`src/rtl/stp_pkg.sv`:
```
package stp_pkg;

    typedef logic [1:0] phase_t;

    // Reversible Gray sequencer: low bit flips when (p1 ^ p0 ^ inward) is set,
    // otherwise the high bit flips.
    function automatic phase_t phase_step(input phase_t p, input logic inward);
        phase_t r;
        logic   flip_lo;
        flip_lo = p[1] ^ p[0] ^ inward;
        r       = p;
        if (flip_lo) r[0] = ~p[0];
        else         r[1] = ~p[1];
        return r;
    endfunction

endpackage

```
`src/rtl/stp_sync.sv`:
```
module stp_sync #(
    parameter int         W       = 2,
    parameter logic [W-1:0] RST_VAL = '1
) (
    input  logic         clk,
    input  logic         rst_n,
    input  logic [W-1:0] d,
    output logic [W-1:0] q
);
    typedef struct packed {
        logic [W-1:0] s1;
        logic [W-1:0] s2;
    } sync_t;

    sync_t st_d, st_q;

    always_comb begin
        st_d.s1 = d;
        st_d.s2 = st_q.s1;
    end

    always_ff @(posedge clk or negedge rst_n) begin
        if (!rst_n) begin
            st_q.s1 <= RST_VAL;
            st_q.s2 <= RST_VAL;
        end else begin
            st_q <= st_d;
        end
    end

    assign q = st_q.s2;
endmodule

```
`src/rtl/stp_step_filter.sv`:
```
module stp_step_filter #(
    parameter int MIN_CYC = 11
) (
    input  logic clk,
    input  logic rst_n,
    input  logic step_s,
    output logic trail
);
    localparam int CW = $clog2(MIN_CYC + 1);
    localparam logic [CW-1:0] CMAX = CW'(MIN_CYC);

    typedef struct packed {
        logic          prev;
        logic [CW-1:0] cnt;
    } filt_t;

    filt_t st_d, st_q;

    always_comb begin
        st_d.prev = step_s;
        if (!step_s) begin
            st_d.cnt = (st_q.cnt == CMAX) ? st_q.cnt : st_q.cnt + 1'b1;
        end else begin
            st_d.cnt = '0;
        end
    end

    always_ff @(posedge clk or negedge rst_n) begin
        if (!rst_n) begin
            st_q.prev <= 1'b1;
            st_q.cnt  <= '0;
        end else begin
            st_q <= st_d;
        end
    end

    assign trail = step_s & ~st_q.prev & (st_q.cnt == CMAX);

    // an event marks a rising edge of the synchronized strobe
    a_r3_trailing_edge: assert property (@(posedge clk) disable iff (!rst_n)
        trail |-> (step_s && !$past(step_s)));

    // the strobe was low for at least the two cycles before the event
    a_r2_low_before: assert property (@(posedge clk) disable iff (!rst_n)
        trail |-> ($past(step_s, 1) == 1'b0 && $past(step_s, 2) == 1'b0));
endmodule

```
`src/rtl/stp_dir_guard.sv`:
```
module stp_dir_guard #(
    parameter int SETUP_CYC = 5000,
    parameter int HOLD_CYC  = 5000
) (
    input  logic clk,
    input  logic rst_n,
    input  logic dir_s,
    input  logic trail,
    output logic viol
);
    localparam int SW = $clog2(SETUP_CYC + 1);
    localparam int HW = $clog2(HOLD_CYC + 1);
    localparam logic [SW-1:0] SMAX = SW'(SETUP_CYC);
    localparam logic [HW-1:0] HMAX = HW'(HOLD_CYC);

    typedef struct packed {
        logic          dir_prev;
        logic [SW-1:0] since;
        logic [HW-1:0] hold;
        logic          viol;
    } guard_t;

    guard_t st_d, st_q;
    logic   chg;

    always_comb begin
        chg = dir_s ^ st_q.dir_prev;
        st_d.dir_prev = dir_s;

        if (chg)                st_d.since = '0;
        else if (st_q.since == SMAX) st_d.since = st_q.since;
        else                    st_d.since = st_q.since + 1'b1;

        if (trail)              st_d.hold = HMAX;
        else if (st_q.hold != '0) st_d.hold = st_q.hold - 1'b1;
        else                    st_d.hold = '0;

        st_d.viol = (trail && (chg || (st_q.since < SMAX)))
                  || (chg && (st_q.hold != '0));
    end

    always_ff @(posedge clk or negedge rst_n) begin
        if (!rst_n) begin
            st_q.dir_prev <= 1'b1;
            st_q.since    <= '0;
            st_q.hold     <= '0;
            st_q.viol     <= 1'b0;
        end else begin
            st_q <= st_d;
        end
    end

    assign viol = st_q.viol;

    // the hold window counts down one per clock between steps
    a_r11_hold_countdown: assert property (@(posedge clk) disable iff (!rst_n)
        (st_q.hold != '0 && !trail) |=> (st_q.hold == $past(st_q.hold) - 1'b1));

    // with no event and no open window, direction moves raise nothing
    a_r12_quiet: assert property (@(posedge clk) disable iff (!rst_n)
        (!trail && st_q.hold == '0) |=> !viol);
endmodule

```
`src/rtl/stp_position.sv`:
```
module stp_position
    import stp_pkg::*;
#(
    parameter int TRACK_MAX = 39,
    parameter int TRK_W     = 6
) (
    input  logic             clk,
    input  logic             rst_n,
    input  logic             trail,
    input  logic             dir_s,
    input  logic             sel,
    input  logic             wr_busy,
    output phase_t           phase,
    output logic [TRK_W-1:0] track,
    output logic             trk0_n,
    output logic             pulse
);
    localparam logic [TRK_W-1:0] TOP = TRK_W'(TRACK_MAX);

    typedef struct packed {
        phase_t           phase;
        logic [TRK_W-1:0] track;
        logic             trk0_n;
        logic             pulse;
    } pos_t;

    pos_t st_d, st_q;
    logic inward, blocked, accept;

    always_comb begin
        inward  = ~dir_s;
        blocked = inward ? (st_q.track == TOP) : (st_q.track == '0);
        accept  = trail & sel & ~wr_busy & ~blocked;

        st_d = st_q;
        st_d.pulse = accept;
        if (accept) begin
            st_d.phase = phase_step(st_q.phase, inward);
            st_d.track = inward ? st_q.track + 1'b1 : st_q.track - 1'b1;
        end
        st_d.trk0_n = ~((st_d.track == '0) && (st_d.phase == 2'b00));
    end

    always_ff @(posedge clk or negedge rst_n) begin
        if (!rst_n) begin
            st_q.phase  <= 2'b00;
            st_q.track  <= '0;
            st_q.trk0_n <= 1'b0;
            st_q.pulse  <= 1'b0;
        end else begin
            st_q <= st_d;
        end
    end

    assign phase  = st_q.phase;
    assign track  = st_q.track;
    assign trk0_n = st_q.trk0_n;
    assign pulse  = st_q.pulse;

    // each move flips exactly one phase bit
    a_r4_one_bit_flip: assert property (@(posedge clk) disable iff (!rst_n)
        pulse |-> ($countones(phase ^ $past(phase)) == 1));

    // track stays inside its range
    a_r7_in_range: assert property (@(posedge clk) disable iff (!rst_n)
        track <= TOP);

    // a pulse always comes with a track move
    a_r9_pulse_moves: assert property (@(posedge clk) disable iff (!rst_n)
        pulse |-> (track != $past(track)));

    // without a pulse the position holds
    a_r9_idle_stable: assert property (@(posedge clk) disable iff (!rst_n)
        !pulse |-> ($stable(track) && $stable(phase)));

    // the indicator never shows zero away from track 0
    a_r8_zero_only_at_zero: assert property (@(posedge clk) disable iff (!rst_n)
        (track != '0) |-> trk0_n);
endmodule

```
`src/rtl/floppy_stepper.sv`:
```
module floppy_stepper
    import stp_pkg::*;
#(
    parameter int CLK_PERIOD_NS = 20,
    parameter int STEP_MIN_NS   = 200,
    parameter int DIR_SETUP_NS  = 100000,
    parameter int DIR_HOLD_NS   = 100000,
    parameter int TRACK_MAX     = 39,
    localparam int TRK_W        = $clog2(TRACK_MAX + 1)
) (
    input  logic             clk,
    input  logic             rst_n,
    input  logic             step_n,
    input  logic             dir_n,
    input  logic             sel,
    input  logic             wr_busy,
    output logic [1:0]       phase,
    output logic [TRK_W-1:0] track,
    output logic             trk0_n,
    output logic             step_pulse,
    output logic             dir_viol
);
    localparam int MIN_CYC   = STEP_MIN_NS / CLK_PERIOD_NS + 1;
    localparam int SETUP_CYC = DIR_SETUP_NS / CLK_PERIOD_NS;
    localparam int HOLD_CYC  = DIR_HOLD_NS / CLK_PERIOD_NS;

    logic [1:0] sync_q;
    logic       step_s, dir_s, trail;
    phase_t     phase_w;

    stp_sync #(.W(2), .RST_VAL(2'b11)) u_sync (
        .clk   (clk),
        .rst_n (rst_n),
        .d     ({step_n, dir_n}),
        .q     (sync_q)
    );

    assign step_s = sync_q[1];
    assign dir_s  = sync_q[0];

    stp_step_filter #(.MIN_CYC(MIN_CYC)) u_filter (
        .clk    (clk),
        .rst_n  (rst_n),
        .step_s (step_s),
        .trail  (trail)
    );

    stp_dir_guard #(.SETUP_CYC(SETUP_CYC), .HOLD_CYC(HOLD_CYC)) u_guard (
        .clk   (clk),
        .rst_n (rst_n),
        .dir_s (dir_s),
        .trail (trail),
        .viol  (dir_viol)
    );

    stp_position #(.TRACK_MAX(TRACK_MAX), .TRK_W(TRK_W)) u_pos (
        .clk     (clk),
        .rst_n   (rst_n),
        .trail   (trail),
        .dir_s   (dir_s),
        .sel     (sel),
        .wr_busy (wr_busy),
        .phase   (phase_w),
        .track   (track),
        .trk0_n  (trk0_n),
        .pulse   (step_pulse)
    );

    assign phase = phase_w;
endmodule

```
`config.mk`:
```
export PLATFORM = sky130hd
export DESIGN_NAME = floppy_stepper
export DESIGN_NICKNAME = d
export VERILOG_FILES = /design/src/rtl/stp_pkg.sv /design/src/rtl/stp_sync.sv /design/src/rtl/stp_step_filter.sv /design/src/rtl/stp_dir_guard.sv /design/src/rtl/stp_position.sv /design/src/rtl/floppy_stepper.sv
export SDC_FILE = /design/constraint.sdc
export NUM_CORES = 1
export LEC_CHECK = 0
export ABC_AREA = 1
export BUFFER_PORTS_ARGS = -buffer_cell sky130_fd_sc_hd__buf_4
export CORE_ASPECT_RATIO = 0.75
export CORE_MARGIN = 2
export CORE_UTILIZATION = 64
export DETAILED_ROUTE_END_ITERATION = 12
export PLACE_DENSITY = 0.84
export RECOVER_POWER = 25
export SLEW_MARGIN = 10
export SYNTH_ARGS = -nofsm -noshare
export SYNTH_HDL_FRONTEND = slang
export SYNTH_SLANG_ARGS = --single-unit
```
`constraint.sdc`:
```
create_clock -name clk -period 3.1 [get_ports clk]
set_input_delay 0.155 -clock clk [delete_from_list [all_inputs] [get_ports clk]]
set_output_delay 0.155 -clock clk [all_outputs]
set_load 0.02 [all_outputs]
```
[After elaboration in Yosys (flattened, before gate mapping)]
Index checks and enable logic that the tools add are counted.
W data, S select, Z words.
Operators by class
  $add $sub $neg: 5
  order comparisons: 1
  eq/ne operators: 5
  mux-type cells: 11
  bitwise gates (word level): 15
  reduce and logical (&&, ||, !) cells: 9
Operators with widths (number)
  $mux W13: 4
  $add A13 B1 Y13 const B: 1
  $eq A13 B13 Y1 const B: 1
  $lt A13 B13 Y1 const B: 1
  $reduce_bool A13 Y1: 1
  $sub A13 B1 Y13 const B: 1
  $logic_not A6 Y1: 2
  $mux W4: 2
  $mux W8: 1
  $not A1 Y1: 7
  $add A6 B1 Y6 const B: 1
  $eq A6 B6 Y1 const B: 1
  $mux W6: 1
  $sub A6 B1 Y6 const B: 1
  $and A1 B1 Y1: 5
  $add A4 B1 Y4 const B: 1
  $eq A4 B4 Y1 const B: 1
  $logic_and A1 B1 Y1: 3
  $mux W1: 3
  $xor A1 B1 Y1: 3
  $logic_not A2 Y1: 1
  $logic_or A1 B1 Y1: 2
  $ne A2 B1 Y1 const B: 1
  $ne A2 B2 Y1 const B: 1
Word-level totals
  flip-flop bits (word level): 47
  input port bits: 6
  word-level logic and storage cells: 58

[Depth between registers and ports, before layout]
Gate-level depths: netlist (run 1).
  word-level depth: 10
  mapped depth: 12
  mapped depth without buffers: 11

[Hierarchy]
From an unflattened synthesis (run 1), not the netlist that was laid out.
Unflattened totals
  cell total of the unflattened synthesis: 343
  area, all modules: 2642.5 um^2
By module, submodules not included
  stp_dir_guard: times used 1, cells each 205, area each 1564.0 um^2
  stp_position: times used 1, cells each 106, area each 733.2 um^2
  stp_step_filter: times used 1, cells each 28, area each 240.2 um^2
  stp_sync: times used 1, cells each 4, area each 105.1 um^2

[Least setup slack after synthesis (run 1)]
Ideal clock, no wire load.
  path type: reg2reg
  start point: reg u_sync.st_q (netlist bit u_sync.q[0])
  end point: reg u_pos.trk0_n (netlist name)
  arrival time: 1.705 ns
  data required time: 2.975 ns
  setup slack: 1.270 ns
  cell stages (with the launch flop): 10
  path buffers: 1
  cells stage by stage: dfstp_2 -> buf_4 -> inv_2 -> fa_1 -> nand3b_1 -> nand2_1 -> xnor2_1 -> o21ai_2 -> nor2_1 -> nand3_1
RTL lines
  start, declared: line stp_sync.sv:15  | sync_t st_d, st_q;
  start signal, assigned: line stp_sync.sv:27  | st_q <= st_d;

==> impl_metrics.csv, run 1 <==
group,metric,value,unit
clock_network,htree_levels,2,
sta,worst_pin_slew,1.09,ns
detailed_routing,routed_wl,4140,um
synthesis,syn_inst,282,
worst_setup_path,criticalPathCategory,"reg2reg",
worst_setup_path,rrSetupSlack,0.99,ns
synthesis,yosys-top-cells-area,"dfrtp_1 (42%), nand2_1 (7.7%), dfstp_2 (6.5%), inv_1 (5.7%), nor2_1 (5.5%)",
worst_setup_path,reg2reg_from,"u_sync.q[0]",
cells_and_area,layout-drive-gt1-share,0.151,
die,die_h,57.5,um
cells_and_area,nets,319,
global_routing,grt.total_usage,0.221,
cells_and_area,fillerInstances,274,
power,power.density,558,nW/um^2
placed_design,numPortBuffers,16,
synthesis,async_flop_share,1.00,
global_routing,first_global_vias,1690,
detailed_routing,first_pass_iters,4,
sta,fin_skew,0.0105,ns
clock_network,cts_sinks,47,
clock_network,clk_latency,0.30,ns
sta,final.period_utilization,0.680,
die,core_area,3660,um^2
detailed_routing,vias,1807,
clock_network,cts_tree,"done",
detailed_routing,ant_nets,0,
global_routing,grt_max_degree,48,
detailed_routing,drc,0,
worst_setup_path,start_kind,"flop",
synthesis,yosys_warnings,0,
synthesis,synth.distinct_cells,33,
sta,setup_viol,0,
die,die_w,75.3,um
cells_and_area,syn2layout_area_growth,12.1,%
sta,max_slew_margin,0.275,
clock_network,cts.path.max_buffers,2,
run,drv_cap,0,
clock_network,cts_made_buffers,5,
global_routing,antenna_found_initial,0,
global_routing,grt-ovfl-total,0,
die,rows,19,
detailed_routing,routedWlPerCell,11.6,um
synthesis,synth_top_area_frac,0.421,
placed_design,hpwl,3090,um
cells_and_area,antenna_cells,0,
outcome,outcome,"finished clean",
placed_design,gp_congestion,0.899,
clock_network,root_buffer,"clkbuf_8",
die,dieArea,4320,um^2
worst_setup_path,cp.arrival,2.30,ns
power,peakVddDrop,0.000482,V
die,io_pins,17,
detailed_routing,viasPerCell,5.06,
sta,rsz0062_at_grt,"no",
synthesis,yosys.area.top_type,"dfrtp_1",
global_routing,grt_pass1_wl,7220,um
synthesis,synth_top_flop_cell,"dfrtp_1",
synthesis,synth_enable_flop_cells,0,
synthesis,yosysMostFrequentCell,"nand2_1",
synthesis,yosys-top-cells-count,"nand2_1 (50), dfrtp_1 (41), inv_1 (37)",
worst_setup_path,crit_top_cell,"nand2_1",
worst_setup_path,cp.depth,10,
sta,max_freq,474,MHz
worst_setup_path,r2r_cells,10,
sta,min_period,2.11,ns
worst_setup_path,cp_top_family,"simple AND/OR/NAND/NOR gates",
synthesis,syn_area,2440,um^2
cells_and_area,stdcell_area,2730,um^2
clock_network,cts_setup_buffers,0,
worst_setup_path,crit_chain,"ha_1 -> or2_2 -> nand3_1 -> nand2_1 -> nand2_1 -> nand2_1 -> nand2_1 -> nand2_1 -> nor2_1 -> nand3_1",
synthesis,synth_seq_cells,47,
clock_network,clk_pin_slew,0.08,ns
worst_setup_path,cpPeakStageDelay,0.80,ns
worst_setup_path,r2r-end,"u_pos.trk0_n",
sta,final_hold_viol_count,0,
sta,slew_viol_final,0,
worst_setup_path,crit_fanout,11,
worst_setup_path,critPathSlowestCell,"dfstp_1",
worst_setup_path,end_kind,"flop",
worst_setup_path,crit_required,3.29,ns
detailed_routing,drt_iter0_drc,127,
synthesis,synth.avg_cell_area,8.65,um^2
sta,fin_setup_tns,0,ns
worst_setup_path,path_buf_inv,0,
die,start_util,0.666,
worst_setup_path,setup.worst_path.end,"u_pos.trk0_n",
hold_path,hold_path.class,"reg2reg",
power,leakage,1.34,nW
synthesis,ys_seq_area_frac,0.485,
synthesis,synthesis.nets,297,
placed_design,placed_cell_area,2600,um^2
worst_setup_path,startpoint,"u_sync.q[0]",
layout by cell type (no fill, tap or decap), types with 2 or more instances in the layout:
cell type and count:
a21oi_1 14, buf_4 13, clkbuf_4 2, clkbuf_8 5
dfrtp_1 41, dfstp_1 2, dfstp_2 4, dlygate4sd3_1 3
ha_1 8, inv_1 37, inv_2 3, nand2_1 50
nand2_2 4, nand2_4 2, nand3_1 15, nand3b_1 2
nand4_1 2, nor2_1 36, nor3_1 7, nor3b_1 2
o21ai_0 16, o21ai_2 3, or2_2 2, xnor2_1 11
xor2_1 8
logic make-up (layout without fill, tap and decap cells):
family,after synthesis,in the layout,share of synthesized area
AND/OR/NAND/NOR,128,128,0.247
flip-flops,47,47,0.485
buffers and inverters,44,67,0.0729
AO/OA/AOI/OAI,35,35,0.0775
XOR/XNOR,19,19,0.0682
adder cells (fa/ha/maj),9,9,0.0493
final cells by class:
class,instances,area [um^2],area share
sequential,47,1180,0.433
inverter,40,150,0.0549
timing repair buffer,19,148,0.0540
tap,52,65.1,0.0238
multi-input combinational,191,1080,0.394
clock inverter,2,37.5,0.0137
clock buffer,6,72.6,0.0265
power breakdown:
group	switching, mW	internal [mW]
combinational	0.168	0.129
sequential	0.0775	0.709
clock	0.201	0.241
total	0.447	1.08
per-layer routing:
| metal | wire length, um | share of wire | global-route usage |
|---|---|---|---|
| met2 | 1880 | 0.45 | 0.327 |
| met4 | 59 | 0.014 | 0.0877 |
| met5 | 0 | 0 | 0 |
| met1 | 2070 | 0.50 | 0.308 |
| met3 | 135 | 0.033 | 0.0636 |
state kept, by name, summed over array words and instances, names as in the netlist:
signal	flops
u_guard.viol	1
u_pos.trk0_n	1
u_pos.track	6
u_sync.st_d	2
u_guard.st_q	27
u_filter.st_q	5
u_pos.phase	2
u_sync.q	2
u_pos.pulse	1
how the worst min path moves through the flow:
stage,startpoint,depth (start not counted),endpoint
4_1_cts,u_sync.st_d[1],0,u_sync.q[1]
3_3_place_gp,rst_n,1,u_filter.st_q[2]
6_report,u_sync.st_d[0],0,u_sync.q[0]
3_5_place_dp,rst_n,1,u_filter.st_q[3]
5_1_grt,u_sync.st_d[1],0,u_sync.q[1]
2_1_floorplan,rst_n,0,u_filter.st_q[0]
through the flow:
| stage | cells | worst slack [ns] | power [mW] | hold WS, ns | utilization |
|---|---|---|---|---|---|
| after floorplan | 282 | 1.27 | 1.01 | -0.141 | - |
| after global placement | 346 | 1.20 | 1.07 | 0.191 | 0.709 |
| after detailed placement | 346 | 1.14 | 1.09 | 0.190 | 0.709 |
| after CTS | 357 | 1.14 | 1.54 | 0.362 | 0.747 |
| after global routing | 357 | 0.809 | 1.62 | 0.370 | 0.747 |
| final | 357 | 0.991 | 1.52 | 0.365 | 0.747 |
repair_timing:
item / CTS / global route
hold buffers: 3 / 0
endpoints found under the hold margin: 43 / 0
resized for setup: 0 / 0
Power figures use the tool's default switching activity.
==> run 2: changes to the inputs <==
CORE_UTILIZATION = 60   (was 64)
PLACE_DENSITY = 0.79   (was 0.84)
clock period = 2.2 ns   (was 3.1 ns; I/O delays follow)
==> run 2 against run 1 <==
Design area up 1.1%. Die area up 6.3%. Count of clock-buffer cells in the layout down 1. Sequential share of layout area down 0.47 points. Largest cell class unchanged. Combinational power up 39%. First-iteration DRC count down 24%. Sequential power up 40%. Setup slack worse by 0.79 ns. Via count up 1.3%.
==> impl_metrics.csv, run 2 (synthesis results as in run 1) <==
group,metric,value,unit
outcome,outcome,"finished clean",
worst_setup_path,cp.arrival,2.20,ns
cells_and_area,fin_util,0.695,
cells_and_area,most-common-layout-cells,"nand2_1 (50), dfrtp_1 (41), inv_1 (37)",
detailed_routing,routedWlPerCell,12.1,um
die,rows,20,
cells_and_area,antenna_cells,0,
worst_setup_path,crit_chain,"ha_1 -> or2_2 -> nand3_1 -> nand2_1 -> nand2_1 -> nand2_1 -> nand2_1 -> nand2_1 -> nor2_1 -> nand3_1",
clock_network,cts_sinks,47,
clock_network,htree_levels,2,
cells_and_area,layout-drive-gt1-share,0.157,
global_routing,grt_pass1_wl,7590,um
global_routing,first_global_vias,1738,
power,p_total,2.27,mW
power,power.density,821,nW/um^2
worst_setup_path,crit_top_cell,"nand2_1",
worst_setup_path,startpoint,"u_sync.q[0]",
worst_setup_path,cpPeakStageDelay,0.69,ns
power,seqPwrFrac,0.486,
cells_and_area,regArea,1180,um^2
run,drv_cap,0,
sta,worst_pin_slew,1.12,ns
die,io_pins,17,
worst_setup_path,critPathSlowestCell,"dfstp_2",
clock_network,cts_setup_buffers,0,
die,die_w,77.6,um
sta,max_slew_margin,0.252,
clock_network,cts_made_buffers,5,
cells_and_area,regMostFlops,"u_guard.st_q",
detailed_routing,viasPerCell,5.08,
sta,final.period_utilization,0.910,
clock_network,clk_pin_slew,0.09,ns
detailed_routing,drt_iter0_drc,96,
die,start_util,0.613,
global_routing,grt_max_degree,48,
sta,slew_viol_final,0,
worst_setup_path,crit_fanout,11,
global_routing,antenna_found_initial,0,
global_routing,grt.total_usage,0.213,
worst_setup_path,criticalPathCategory,"reg2reg",
detailed_routing,routed_wl,4370,um
hold_path,hold_path.class,"in2reg",
cells_and_area,syn2layout_area_growth,13.3,%
worst_setup_path,end_kind,"flop",
sta,worst_hold_slack,0.347,ns
worst_setup_path,reg2reg_from,"u_sync.q[0]",
sta,fin_setup_tns,0,ns
power,p_sw_frac,0.280,
placed_design,gp_congestion,0.888,
sta,max_freq,499,MHz
clock_network,root_buffer,"clkbuf_8",
detailed_routing,ant_nets,0,
sta,setup_viol,0,
cells_and_area,nets,319,
power,cell_internal_pwr,1.63,mW
cells_and_area,fillerInstances,328,
cells_and_area,multi_input_comb_area,1080,um^2
clock_network,clk_latency,0.30,ns
placed_design,hpwl,3080,um
clock_network,cts_resized,0,
power,leakage,1.36,nW
power,peakVddDrop,0.000456,V
power,comb_power_share,0.181,
power,clkPwrFrac,0.332,
sta,rsz0062_at_grt,"no",
cells_and_area,largestRegisters,"u_guard.st_q x27, u_pos.track x6, u_filter.st_q x5",
cells_and_area,largest_reg_flops,27,
die,core_area,3980,um^2
worst_setup_path,start_kind,"flop",
sta,final_hold_viol_count,0,
worst_setup_path,crit_required,2.39,ns
clock_network,cts_hold_buf,3,
hold_path,hold_start,"sel",
detailed_routing,vias,1830,
sta,min_period,2.00,ns
cells_and_area,layout_commonest_cell,"nand2_1",
clock_network,cts.path.max_buffers,2,
detailed_routing,drc,0,
clock_network,cts_tree,"done",
power,switchingPower,636,uW
die,die_h,59.2,um
sta,fin_skew,0.0105,ns
die,dieArea,4600,um^2
placed_design,numPortBuffers,16,
global_routing,grt-ovfl-total,0,
detailed_routing,first_pass_iters,4,
-- run 2: worst paths after layout --
kind | to | slack, ns | cells after the start
worst min-delay path | u_pos.track[3] | 0.35 | 6
worst max-delay path | u_pos.trk0_n | 0.20 | 10
max in group asynchronous | u_guard.st_q[16] | 0.96 | 2
worst max register to register | u_pos.trk0_n | 0.20 | 10
min in group asynchronous | u_guard.st_q[24] | 0.56 | 2
worst min register to register | u_sync.q[1] | 0.37 | 0
-- run 2: layout make-up --
cell class / count / share of cell area
clock buffer: 5 / 0.0249
clock inverter: 3 / 0.0244
inverter: 40 / 0.0543
multi-input combinational: 191 / 0.390
sequential: 47 / 0.428
tap: 55 / 0.0249
timing repair buffer: 19 / 0.0534
-- run 2: worst max-delay path: cells and delay by family (launching register included) --
kind | cells | cell delay [ns]
and+or+nand+nor | 9 | 0.90
DFF | 1 | 0.69
adders and majority gates | 1 | 0.31
-- run 2: through the flow --
step                      setup slack [ns]  cell area (um^2)  cells
after detailed placement             0.228              2600    349
after CTS                            0.214              2770    360
after floorplan                      0.370              2440    282
after global placement               0.272              2600    349
after global routing                0.0673              2760    360
final                                0.198              2760    360
-- run 2: power groups by stage --
| stage | sequential, mW | clock, mW | combinational (mW) |
|---|---|---|---|
| after floorplan | 1.10 | 0 | 0.326 |
| after global placement | 1.12 | 0 | 0.388 |
| after detailed placement | 1.12 | 0 | 0.405 |
| after CTS | 1.10 | 0.770 | 0.415 |
| after global routing | 1.12 | 0.795 | 0.490 |
| final | 1.10 | 0.754 | 0.412 |
-- run 2: per-layer routing --
layer | vias up | GRT usage | part of all wire | routed length (um)
met5 | - | 0 | 0 | 0
met2 | 29 | 0.337 | 0.46 | 2000
met1 | 860 | 0.292 | 0.50 | 2170
met4 | 0 | 0.0765 | 0.017 | 74
met3 | 9 | 0.0488 | 0.028 | 123
li1 | 932 | - | - | -
==> run 3: changes to the inputs <==
ABC_AREA = unset   (was 1)
CORE_UTILIZATION = 59   (was 60)
PLACE_DENSITY = 0.78   (was 0.79)
==> run 3 against run 2 <==
The flow now finishes with violations (setup timing). Register-to-register slack worse by 0.29 ns. Combinational power is 5.6% higher. First-iteration DRC count is 26% higher. Via count is 0.60% lower. Die area is 3.1% lower. Critical path depth is 3 lower. Sequential power hardly changed. Maximum frequency is 13% lower. Core utilization is 11 points higher. Total power is 7.5% lower. Synthesized cell count is 21% lower. Critical path type unchanged. Highest routed layer unchanged.
==> impl_metrics.csv, run 3 <==
group,metric,value,unit
outcome,outcome,"finished with violations",
outcome,violations,"setup timing",
synthesis,synthesis.nets,237,
global_routing,grt.total_usage,0.243,
run,drv_cap,0,
cells_and_area,stdcell_area,2980,um^2
hold_path,min_to,"u_pos.track[1]",
worst_setup_path,rrSetupSlack,-0.09,ns
cells_and_area,layout_commonest_cell,"buf_4",
worst_setup_path,r2r-end,"u_pos.trk0_n",
hold_path,min_path_cells,5,
detailed_routing,drt_iter0_drc,121,
clock_network,clk_latency,0.31,ns
synthesis,yosysMostFrequentCell,"dfrtp_1",
power,clkPwrFrac,0.254,
detailed_routing,drc,0,
synthesis,async_flop_share,1.00,
worst_setup_path,cp.arrival,2.48,ns
worst_setup_path,crit_required,2.39,ns
die,core_area,3710,um^2
synthesis,yosys.area.top_type,"dfrtp_1",
synthesis,ys_seq_area_frac,0.510,
die,io_pins,17,
cells_and_area,largest_reg_flops,27,
synthesis,yosys-top-cells-area,"dfrtp_1 (44%), dfstp_2 (6.8%), xnor2_1 (5.7%), xor2_1 (5.3%), nor2_1 (5.2%)",
clock_network,htree_levels,2,
global_routing,first_global_vias,1785,
clock_network,cts_tree,"done",
synthesis,syn_area,2320,um^2
global_routing,antenna_found_initial,0,
sta,worst_pin_slew,1.13,ns
worst_setup_path,crit_fanout,5,
worst_setup_path,crit_chain,"nor4_4 -> a311oi_4 -> o311ai_4 -> buf_6 -> nor4_2 -> a21oi_1 -> or4b_1",
placed_design,numPortBuffers,16,
synthesis,yosys_warnings,0,
synthesis,synth_enable_flop_cells,0,
global_routing,grt-ovfl-total,0,
synthesis,synth_top_flop_cell,"dfrtp_1",
sta,final.period_utilization,1.04,
die,die_h,58.3,um
sta,min_period,2.29,ns
sta,setup_viol,1,
worst_setup_path,start_kind,"flop",
detailed_routing,routedWlPerCell,16.3,um
worst_setup_path,cpPeakStageDelay,0.51,ns
clock_network,cts_made_buffers,5,
detailed_routing,ant_nets,0,
sta,slew_viol_final,0,
global_routing,grt_max_degree,48,
clock_network,root_buffer,"clkbuf_8",
die,rows,19,
worst_setup_path,criticalPathCategory,"reg2reg",
detailed_routing,vias,1819,
clock_network,cts_sinks,47,
cells_and_area,largestRegisters,"u_guard.st_q x27, u_pos.track x6, u_filter.st_q x5",
synthesis,yosys-top-cells-count,"dfrtp_1 (41), nor2_1 (32), xnor2_1 (15)",
die,die_w,76.4,um
power,peakVddDrop,0.000533,V
synthesis,synth_seq_cells,47,
die,start_util,0.626,
power,power.density,703,nW/um^2
power,comb_power_share,0.207,
clock_network,cts.path.max_buffers,2,
worst_setup_path,r2r_cells,7,
synthesis,syn_inst,222,
sta,max_freq,437,MHz
synthesis,synth.avg_cell_area,10.4,um^2
sta,rsz0062_at_grt,"yes",
detailed_routing,first_pass_iters,4,
placed_design,placed_cell_area,2690,um^2
power,switchingPower,661,uW
hold_path,hold_start,"wr_busy",
cells_and_area,layout-drive-gt1-share,0.322,
sta,setup_ws,-0.0899,ns
cells_and_area,antenna_cells,0,
sta,final_hold_viol_count,0,
die,dieArea,4450,um^2
sta,max_slew_margin,0.245,
sta,fin_skew,0.0101,ns
global_routing,grt_pass1_wl,8210,um
power,cell_internal_pwr,1.44,mW
hold_path,hold_path.class,"in2reg",
power,leakage,1.35,nW
clock_network,clk_pin_slew,0.09,ns
detailed_routing,routed_wl,5360,um
worst_setup_path,end_kind,"flop",
worst_setup_path,reg2reg_from,"u_pos.track[3]",
sta,fin_setup_tns,-0.0899,ns
cells_and_area,nets,290,
synthesis,synth_top_area_frac,0.442,
worst_setup_path,critPathSlowestCell,"or4b_1",
cells_and_area,most-common-layout-cells,"buf_4 (42), dfrtp_1 (39), nor2_1 (30)",
detailed_routing,viasPerCell,5.55,
placed_design,hpwl,3230,um
cells_and_area,regMostFlops,"u_guard.st_q",
placed_design,gp_congestion,0.836,
synthesis,synth.distinct_cells,41,
power,p_sw_frac,0.315,
cells_and_area,syn2layout_area_growth,28.6,%
power,seqPwrFrac,0.538,
==> run 3: layout make-up <==
type,count,area (um^2)
flip-flops and latches,47,1190
multi-input cells,159,1210
fillers,222,724
well taps,52,65.1
clock buffers,5,68.8
clock inverters,3,20.0
inverters,12,47.5
repair buffers,50,388
==> run 3: cell families (layout without fill, tap and decap cells) <==
family | count (synthesis) | count (layout) | share of synthesized area
AO/OA/AOI/OAI | 29 | 29 | 0.0761
XOR/XNOR | 29 | 29 | 0.109
adder cells (fa/ha/maj) | 9 | 9 | 0.0518
buffers and inverters | 16 | 70 | 0.0270
flip-flops | 47 | 47 | 0.510
multiplexers | 6 | 6 | 0.0270
AND/OR/NAND/NOR | 86 | 86 | 0.198
==> run 3: worst max path at each step <==
stage	startpoint	endpoint	cells past startpoint
2_1_floorplan	u_pos.track[1]	u_pos.trk0_n	7
3_3_place_gp	u_sync.q[0]	u_pos.trk0_n	7
3_5_place_dp	u_sync.q[0]	u_pos.trk0_n	7
4_1_cts	u_sync.q[0]	u_pos.trk0_n	9
5_1_grt	u_sync.q[0]	u_pos.trk0_n	9
6_report	u_pos.track[3]	u_pos.trk0_n	7
==> run 3: timing repair <==
action	CTS	global route
resized for setup	5	24
setup buffers	0	5
pin swaps	5	13
hold buffers	3	0
setup endpoints to repair	1	14
hold endpoints to repair	43	0
==> run 3: worst max-delay path: cells and delay by family, from the launching register on <==
family	cells	cell delay, ns
buffers and inverters	1	0.17
AOI/OAI and AO/OA	3	0.63
DFF	1	0.50
and+or+nand+nor	3	0.86
==> run 3: per-layer routing <==
layer	vias up	track usage	part of all wire
met2	56	0.396	0.49
met3	16	0.0675	0.048
li1	863	-	-
met5	-	0	0
met1	884	0.312	0.43
met4	0	0.109	0.029
==> run 3: stage by stage <==
stage               worst slack [ns]   util  power (mW)  instances  hold WS [ns]
finish                       -0.0899  0.805        2.10        328         0.275
global route                  -0.156  0.805        2.22        328         0.288
CTS                          -0.0172  0.767        2.05        323         0.270
detailed placement           -0.0780  0.724        1.52        312         0.145
global placement            -0.00177  0.724        1.51        312         0.148
floorplan                    0.00665      -        1.39        222        -0.186
==> run 3: power groups by stage <==
stage	combinational, mW	sequential [mW]	clock (mW)
2_1_floorplan	0.280	1.11	0
3_3_place_gp	0.382	1.12	0
3_5_place_dp	0.397	1.13	0
4_1_cts	0.407	1.11	0.528
5_1_grt	0.498	1.15	0.566
6_report	0.435	1.13	0.534
